$ cat src/rtl/mxw_pkg.sv
package mxw_pkg;

  typedef enum logic [2:0] {
    PH_IDLE,
    PH_ADDR,
    PH_SETUP,
    PH_DATA,
    PH_HOLD,
    PH_DONE
  } phase_t;

  typedef struct packed {
    logic accept;
    logic ceLow;
    logic advLow;
    logic weLow;
    logic busDrive;
    logic busData;
  } ctrl_t;

endpackage

$ cat src/rtl/mxw_ctrl.sv
module mxw_ctrl
  import mxw_pkg::*;
(
  input  logic  clk,
  input  logic  rst,
  input  logic  reqValid,
  output ctrl_t ctrl,
  output logic  busy,
  output logic  done
);

  phase_t phase, phaseNext;

  always_comb begin
    ctrl.accept = reqValid && !busy;
    phaseNext   = phase;
    case (phase)
      PH_IDLE:  if (ctrl.accept) phaseNext = PH_ADDR;
      PH_ADDR:  phaseNext = PH_SETUP;
      PH_SETUP: phaseNext = PH_DATA;
      PH_DATA:  phaseNext = PH_HOLD;
      PH_HOLD:  phaseNext = PH_DONE;
      PH_DONE:  phaseNext = ctrl.accept ? PH_ADDR : PH_IDLE;
      default:  phaseNext = PH_IDLE;
    endcase
  end

  always_ff @(posedge clk) begin
    if (rst) phase <= PH_IDLE;
    else     phase <= phaseNext;
  end

  always_comb begin
    busy          = (phase == PH_ADDR) || (phase == PH_SETUP) ||
                    (phase == PH_DATA) || (phase == PH_HOLD);
    done          = (phase == PH_DONE);
    ctrl.ceLow    = busy;
    ctrl.advLow   = (phase == PH_ADDR);
    ctrl.weLow    = (phase == PH_SETUP) || (phase == PH_DATA);
    ctrl.busDrive = busy;
    ctrl.busData  = (phase == PH_DATA) || (phase == PH_HOLD);
  end

  // write strobe low for exactly two periods
  p_we_two_r5: assert property (@(posedge clk) disable iff (rst)
    $rose(ctrl.weLow) |=> ctrl.weLow ##1 !ctrl.weLow);

  // done appears only right after the last active period
  p_done_follow_r8: assert property (@(posedge clk) disable iff (rst)
    done |-> !busy && $past(busy));

  // no acceptance while busy
  p_no_accept_busy_r2: assert property (@(posedge clk) disable iff (rst)
    busy |-> !ctrl.accept);

endmodule

$ cat src/rtl/mxw_datapath.sv
module mxw_datapath
  import mxw_pkg::*;
#(
  parameter int ADDR_W = 24,
  parameter int AD_W   = 16,
  parameter int NUM_CS = 4,
  localparam int BE_W  = AD_W / 8,
  localparam int HI_W  = ADDR_W - AD_W,
  localparam int CS_W  = $clog2(NUM_CS)
) (
  input  logic              clk,
  input  logic              rst,
  input  ctrl_t             ctrl,
  input  logic [ADDR_W-1:0] reqAddr,
  input  logic [AD_W-1:0]   reqData,
  input  logic [BE_W-1:0]   reqBe,
  input  logic [CS_W-1:0]   reqCs,
  output logic [NUM_CS-1:0] memCeN,
  output logic              memAdvN,
  output logic              memWeN,
  output logic [BE_W-1:0]   memBlN,
  output logic [HI_W-1:0]   memAddrHi,
  output logic [AD_W-1:0]   memAdOut,
  output logic              memAdOe
);

  logic [ADDR_W-1:0] capAddr;
  logic [AD_W-1:0]   capData;
  logic [BE_W-1:0]   capBe;
  logic [CS_W-1:0]   capCs;

  always_ff @(posedge clk) begin
    if (rst) begin
      capAddr <= '0;
      capData <= '0;
      capBe   <= '0;
      capCs   <= '0;
    end else if (ctrl.accept) begin
      capAddr <= reqAddr;
      capData <= reqData;
      capBe   <= reqBe;
      capCs   <= reqCs;
    end
  end

  for (genvar i = 0; i < NUM_CS; i++) begin : g_ce
    assign memCeN[i] = !(ctrl.ceLow && (capCs == CS_W'(i)));
  end

  assign memAdvN   = !ctrl.advLow;
  assign memWeN    = !ctrl.weLow;
  assign memBlN    = ctrl.ceLow ? ~capBe : '1;
  assign memAddrHi = ctrl.ceLow ? capAddr[ADDR_W-1:AD_W] : '0;
  assign memAdOe   = ctrl.busDrive;
  assign memAdOut  = !ctrl.busDrive ? '0 :
                     (ctrl.busData ? capData : capAddr[AD_W-1:0]);

  // never more than one chip enable low
  p_ce_onehot_r3: assert property (@(posedge clk) disable iff (rst)
    $onehot0(~memCeN));

  // address-valid strobe low for a single period
  p_adv_single_r4: assert property (@(posedge clk) disable iff (rst)
    !memAdvN |=> memAdvN);

  // upper address held while chip enable stays low
  p_hi_stable_r7: assert property (@(posedge clk) disable iff (rst)
    (!(&memCeN) && $past(!(&memCeN))) |-> $stable(memAddrHi) && $stable(memBlN));

  // bus released whenever no chip enable is low
  p_bus_idle_r1: assert property (@(posedge clk) disable iff (rst)
    (&memCeN) |-> !memAdOe);

endmodule

$ cat src/rtl/mxWriteSeq.sv
module mxWriteSeq
  import mxw_pkg::*;
#(
  parameter int ADDR_W = 24,
  parameter int AD_W   = 16,
  parameter int NUM_CS = 4,
  localparam int BE_W  = AD_W / 8,
  localparam int HI_W  = ADDR_W - AD_W,
  localparam int CS_W  = $clog2(NUM_CS)
) (
  input  logic              clk,
  input  logic              rst,
  input  logic              reqValid,
  input  logic [ADDR_W-1:0] reqAddr,
  input  logic [AD_W-1:0]   reqData,
  input  logic [BE_W-1:0]   reqBe,
  input  logic [CS_W-1:0]   reqCs,
  output logic              busy,
  output logic              done,
  output logic [NUM_CS-1:0] memCeN,
  output logic              memAdvN,
  output logic              memWeN,
  output logic [BE_W-1:0]   memBlN,
  output logic [HI_W-1:0]   memAddrHi,
  output logic [AD_W-1:0]   memAdOut,
  output logic              memAdOe
);

  ctrl_t ctrl;

  mxw_ctrl u_ctrl (
    .clk      (clk),
    .rst      (rst),
    .reqValid (reqValid),
    .ctrl     (ctrl),
    .busy     (busy),
    .done     (done)
  );

  mxw_datapath #(
    .ADDR_W (ADDR_W),
    .AD_W   (AD_W),
    .NUM_CS (NUM_CS)
  ) u_dp (
    .clk       (clk),
    .rst       (rst),
    .ctrl      (ctrl),
    .reqAddr   (reqAddr),
    .reqData   (reqData),
    .reqBe     (reqBe),
    .reqCs     (reqCs),
    .memCeN    (memCeN),
    .memAdvN   (memAdvN),
    .memWeN    (memWeN),
    .memBlN    (memBlN),
    .memAddrHi (memAddrHi),
    .memAdOut  (memAdOut),
    .memAdOe   (memAdOe)
  );

  // write strobe only inside the chip-enable window
  p_we_in_ce_r6: assert property (@(posedge clk) disable iff (rst)
    !memWeN |-> !(&memCeN) && memAdOe);

endmodule

$ cat config.mk
export PLATFORM = sky130hd
export DESIGN_NAME = mxWriteSeq
export DESIGN_NICKNAME = d
export VERILOG_FILES = /design/src/rtl/mxw_pkg.sv /design/src/rtl/mxw_ctrl.sv /design/src/rtl/mxw_datapath.sv /design/src/rtl/mxWriteSeq.sv
export SDC_FILE = /design/constraint.sdc
export NUM_CORES = 1
export LEC_CHECK = 0
export BUFFER_PORTS_ARGS = -buffer_cell sky130_fd_sc_hd__buf_4
export CELL_PAD_IN_SITES_DETAIL_PLACEMENT = 0
export CELL_PAD_IN_SITES_GLOBAL_PLACEMENT = 1
export CORE_AREA = 3 3 86 88
export DETAILED_ROUTE_END_ITERATION = 8
export DIE_AREA = 0 0 89 91
export PLACE_DENSITY_LB_ADDON = 0.1
export SYNTH_ARGS = -nofsm -noshare
export SYNTH_HDL_FRONTEND = slang
export SYNTH_SLANG_ARGS = --single-unit
$ cat constraint.sdc
create_clock -name clk -period 1.9 [get_ports clk]
set_clock_uncertainty 0.2 [all_clocks]
set_input_delay 0 -clock clk [delete_from_list [all_inputs] [get_ports clk]]
set_output_delay 0 -clock clk [all_outputs]
set_load 0.03 [all_outputs]
==> results of run 1 <==
-- kinds of logic (layout without fill, tap and decap cells) --
| logic type | count (synthesis) | count (layout) | share of synthesized area |
|---|---|---|---|
| simple gates | 121 | 121 | 0.297 |
| flops | 47 | 47 | 0.371 |
| mux | 45 | 46 | 0.178 |
| compound gates | 24 | 24 | 0.0711 |
| buf+inv | 24 | 149 | 0.0756 |
| xor+xnor | 2 | 2 | 0.00691 |
-- cells in the mapped netlist (2+ instances only) --
cell type  number  area (sq um)
nand2b_1       90           563
dfxtp_1        47           941
mux2i_1        44           440
clkbuf_1       12          45.0
a22o_1         11          96.3
and2_1          8          50.1
nand2_1         7          26.3
a22oi_1         5          37.5
buf_12          5           100
o21ai_0         5          25.0
buf_2           4          20.0
buf_4           2          15.0
nand3_1         2          10.0
nand3b_1        2          15.0
nor2_1          2          7.51
nor2b_1         2          12.5
-- sequential cells by signal, indices dropped and copies added (netlist names) --
name / count
u_dp.capBe: 2
u_dp.capCs: 2
u_ctrl.phase: 3
u_dp.capData: 16
u_dp.capAddr: 24
-- cells in the final DEF, fill, tap and decap left out, types with 4 or more instances in the layout --
master         count
dlygate4sd3_1     45
buf_4             79
and2_1             8
mux2i_1           44
a22o_1            11
clkbuf_8           5
nand2_1            7
buf_6             16
a22oi_1            5
dfxtp_1           45
nand2b_1          90
o21ai_0            4
-- power by group --
group          total [mW]  switching (mW)  internal, mW  leakage, nW
logic               0.993           0.480         0.513         1.21
clock network       0.605           0.349         0.257       0.0402
registers            1.15          0.0612          1.09        0.387
-- metal layers --
metal,global-route usage,part of all wire,vias up
met5,0,0,-
met1,0.218,0.47,949
met2,0.246,0.47,52
met3,0.0336,0.051,5
li1,-,-,1123
met4,0.0298,0.0075,0
-- layout make-up --
class | count | area [sq um]
Fill cell | 620 | 2880
Multi-Input combinational cell | 193 | 1460
Timing Repair Buffer | 141 | 1240
Sequential cell | 47 | 943
Tap cell | 80 | 100
Clock buffer | 5 | 68.8
Clock inverter | 3 | 20.0
-- how the worst max path moves through the flow --
stage                                            start                            end  slack (ns)  depth (start not counted)
final                     u_ctrl.phase[0]$_SDFFE_PP0P_                      memCeN[0]        0.02                          5
after detailed placement  u_ctrl.phase[2]$_SDFFE_PP0P_  u_dp.capAddr[12]$_SDFFE_PP0P_        0.18                          4
after floorplan           u_ctrl.phase[1]$_SDFFE_PP0P_                    memAdOut[0]        0.12                          4
after global placement    u_ctrl.phase[2]$_SDFFE_PP0P_     u_dp.capCs[0]$_SDFFE_PP0P_        0.23                          4
after CTS                 u_ctrl.phase[0]$_SDFFE_PP0P_                    memAdOut[5]       0.001                          6
after global routing      u_ctrl.phase[0]$_SDFFE_PP0P_                   memAddrHi[1]       -0.05                          6
-- timing repair --
item,CTS,global route
setup buffers,0,1
pin swaps,0,9
gates resized for setup,14,16
endpoints found under the setup margin,21,25
gates cloned,1,1
hold buffers,45,0
hold endpoints to repair,45,0
==> impl_metrics.tcl, run 1 <==
set metrics [dict create \
    dr_total_vias 2129 \
    p_total_mw 2.75 \
    row_count 30 \
    critical_path_class "reg -> out" \
    cts_tree "built" \
    diodes 0 \
    crit_family "simple AND/OR/NAND/NOR gates" \
    max_cap_violations 0 \
    first_pass_iters 4 \
    critPathCaptureType "output pin" \
    grt_max_degree 92 \
    cts_root_buf "clkbuf_8" \
    dpl_cell_area_sq_um 3170 \
    path_buf_inv 2 \
    start_util 0.377 \
    setup_viol 0 \
    clock_latency_ns 0.29 \
    whs_path_depth 2 \
    path_cells "nor2_2, xnor2_4, buf_4, or3b_1, buf_4" \
    grt_pass1_vias 2123 \
    dp_slack_ns 0.181 \
    syn-num-nets 310 \
    wl_per_cell_microns 13.0 \
    core_area_sq_um 6720 \
    hold_violations 0 \
    ys_seq_area_frac 0.371 \
    cts_buffers 5 \
    post-place-cells 413 \
    setup_tns_ns 0 \
    antenna_found_initial 0 \
    final_util 0.571 \
    syn-instance-count 263 \
    cp_max_fo 3 \
    dp_hpwl_microns 3680 \
    yosys_warnings 0 \
    synth_enable_flop_cells 0 \
    fin_ws_ns 0.0192 \
    crit_path_frequent_cell "buf_4" \
    gp_congestion 0.696 \
    hp-start "rst" \
    port_buffers 81 \
    die_height_microns 91 \
    hp-class "in -> reg" \
    leakagePower_nw 1.63 \
    area_growth_pct 51.4 \
    synth_cell_types 31 \
    required_ns 1.70 \
    vdd_drop_max_mv 0.406 \
    routed_wl_microns 6100 \
    grt-ovfl-total 0 \
    drive_above_1_share 0.298 \
    clk_pin_slew_worst_paths_ns 0.09 \
    ant_nets 0 \
    die_area_sq_um 8100 \
    worst_path_max_delay_cell "dfxtp_2" \
    rrSetupSlack_ns 0.16 \
    maxSlewViolCount 0 \
    drt_iter0_markers 55 \
    grt_setup_unrepaired "yes" \
    startpoint_type "flip-flop" \
    reg2reg_depth 4 \
    ys_seq_elements 47 \
    synthesis.area_sq_um 2530 \
    finalCritPeriodShare 0.990 \
    cts_max_path_buffers 2 \
    layout.nets 435 \
    crit_path_max_incr_delay_ns 0.35 \
    cts_htree_levels 2 \
    die_w_microns 89 \
    ys.flop_type "dfxtp_1" \
    synthArstFlopShare 0 \
    instances_no_fill 469 \
    cp.arrival_ns 1.68 \
    fin_hold_ws_ns 0.0257 \
    drcViolationCount 0 \
    r2r_end "u_dp.capAddr[8]$_SDFFE_PP0P_" \
    max_slew_margin 0.572 \
    avgViaCountPerCell 4.54 \
    pwr_density_cell_nw_per_um2 717 \
    syn_area_per_cell_sq_um 9.63 \
    ios 82 \
    clock.fmax_mhz 532 \
    fin_crit_ns 1.88 \
    grt.total_usage 0.155 \
    tightestPinTransition_ns 0.642 \
    fin_area_sq_um 3840 \
    status "finished, final reports clean" \
    grt_pass1_wl_microns 10100 \
    r2r-start "u_ctrl.phase[0]$_SDFFE_PP0P_" \
    holdPathEnd "u_ctrl.phase[1]$_SDFFE_PP0P_" \
    clkSinkCount 47 \
]
Power figures use the tool's default switching activity.
==> inputs of run 2 (changes only) <==
clock period = 1.74 ns   (was 1.9 ns; I/O delays follow)
==> run 2 against run 1 <==
The flow now finishes with violations (negative setup slack). Routed wire length grew 14%. Sequential power rose by 9.6%. Sequential share of layout area is 2.3 points lower. Register-to-register slack worse by 0.27 ns. Critical path type unchanged. Largest cell class is now buffers. Largest power group is now combinational cells.
==> impl_metrics.tcl, run 2 (same netlist as run 1, synthesis figures left out) <==
set metrics [dict create \
    leakagePower_nw 1.82 \
    vdd_drop_max_mv 0.394 \
    fin_hold_ws_ns 0.0139 \
    status "finished with violations" \
    path_cells "buf_6, xor2_2, and2b_2, clkbuf_16, a22o_1, buf_6" \
    crit_family "buffers and inverters" \
    finalCritPeriodShare 1.10 \
    max_slew_margin 0.550 \
    wl_met3_microns 293 \
    fin_ws_ns -0.165 \
    area_growth_pct 66.8 \
    core_area_sq_um 6720 \
    layout.nets 450 \
    cts_root_buf "clkbuf_8" \
    setup_viol 65 \
    ant_nets 0 \
    cts_tree "built" \
    critPathCaptureType "output pin" \
    drive_above_1_share 0.347 \
    grt.total_usage 0.164 \
    port_buffers 81 \
    grt_max_degree 92 \
    die_height_microns 91 \
    maxSlewViolCount 0 \
    final_util 0.629 \
    cts_htree_levels 2 \
    setup_tns_ns -5.97 \
    drt_iter0_markers 70 \
    drcViolationCount 0 \
    max_cap_violations 0 \
    cp.arrival_ns 1.71 \
    path_buf_inv 3 \
    top_layer_used "met4" \
    startpoint_type "flip-flop" \
    wl_per_cell_microns 14.4 \
    worst_path_max_delay_cell "dfxtp_2" \
    cts_buffers 5 \
    die_area_sq_um 8100 \
    hp-class "in -> reg" \
    ios 82 \
    avgViaCountPerCell 4.64 \
    cp_max_fo 6 \
    grt_pass1_vias 2265 \
    tightestPinTransition_ns 0.674 \
    reg.largest.list "u_dp.capAddr x24, u_dp.capData x16, u_ctrl.phase x3" \
    crit_path_max_incr_delay_ns 0.34 \
    instances_no_fill 484 \
    wl_met2_microns 3450 \
    clkSinkCount 47 \
    gp_congestion 0.721 \
    crit_path_frequent_cell "buf_6" \
    post-place-cells 412 \
    clock_latency_ns 0.30 \
    grt-ovfl-total 0 \
    required_ns 1.54 \
    antenna_found_initial 0 \
    p_total_mw 3.41 \
    critical_path_class "reg -> out" \
    first_pass_iters 4 \
    clock.fmax_mhz 525 \
    grt_setup_unrepaired "yes" \
    failed_checks "negative setup slack" \
    largest_register "u_dp.capAddr" \
    final_common_cell "nand2b_1" \
    fillers 568 \
    start_util 0.377 \
    layout_common_cells "nand2b_1, buf_4, dlygate4sd3_1, dfxtp_1, mux2i_1" \
    grt_pass1_wl_microns 10600 \
    pwr_density_cell_nw_per_um2 806 \
    wl_met1_microns 3190 \
    hold_violations 0 \
    dp_hpwl_microns 3800 \
    dr_total_vias 2245 \
    largest_reg_flops 24 \
    diodes 0 \
    row_count 30 \
    clk_pin_slew_worst_paths_ns 0.09 \
    cts_max_path_buffers 2 \
    routed_wl_microns 6960 \
    die_w_microns 89 \
    fin_crit_ns 1.91 \
]
-- run 2: final timing paths --
check	start	depth (start not counted)	endpoint	slack [ns]
worst min-delay path	rst	2	u_ctrl.phase[2]$_SDFFE_PP0P_	0.01
worst min register to register	u_dp.capAddr[8]$_SDFFE_PP0P_	2	u_dp.capAddr[8]$_SDFFE_PP0P_	0.27
worst max-delay path	u_ctrl.phase[0]$_SDFFE_PP0P_	6	memAdOut[8]	-0.17
worst max register to register	u_ctrl.phase[1]$_SDFFE_PP0P_	6	u_dp.capAddr[5]$_SDFFE_PP0P_	-0.11
-- run 2: area by class of cell --
cell class | instances | area, sq um | area share
well taps | 80 | 100 | 0.0237
flip-flops and latches | 47 | 943 | 0.223
clock buffers | 8 | 100 | 0.0237
repair buffers | 156 | 1590 | 0.375
multi-input cells | 193 | 1500 | 0.354
-- run 2: what timing repair did --
action,in CTS,in global routing
hold buffers,45,0
resized for setup,51,13
buffers inserted,8,4
gates cloned,2,6
hold endpoints to repair,45,0
setup endpoints to repair,27,72
pin swaps,22,3
-- run 2: per-stage QoR --
step	setup slack [ns]	instance area (sq um)
floorplan	0.00154	2540
global placement	0.0999	3190
detailed placement	0.0390	3190
CTS	-0.156	4020
global route	-0.220	4230
finish	-0.165	4230
-- run 2: per-layer routing --
metal	track usage	vias to the layer above
li1	-	1154
met1	0.211	1034
met2	0.275	53
met3	0.0354	4
met4	0.0409	0
met5	0	-
-- run 2: power by group --
part           internal [mW]  total [mW]  switching, mW
logic                  0.814        1.43          0.618
clock network          0.363       0.717          0.354
registers               1.19        1.26         0.0665
total                   2.37        3.41           1.04
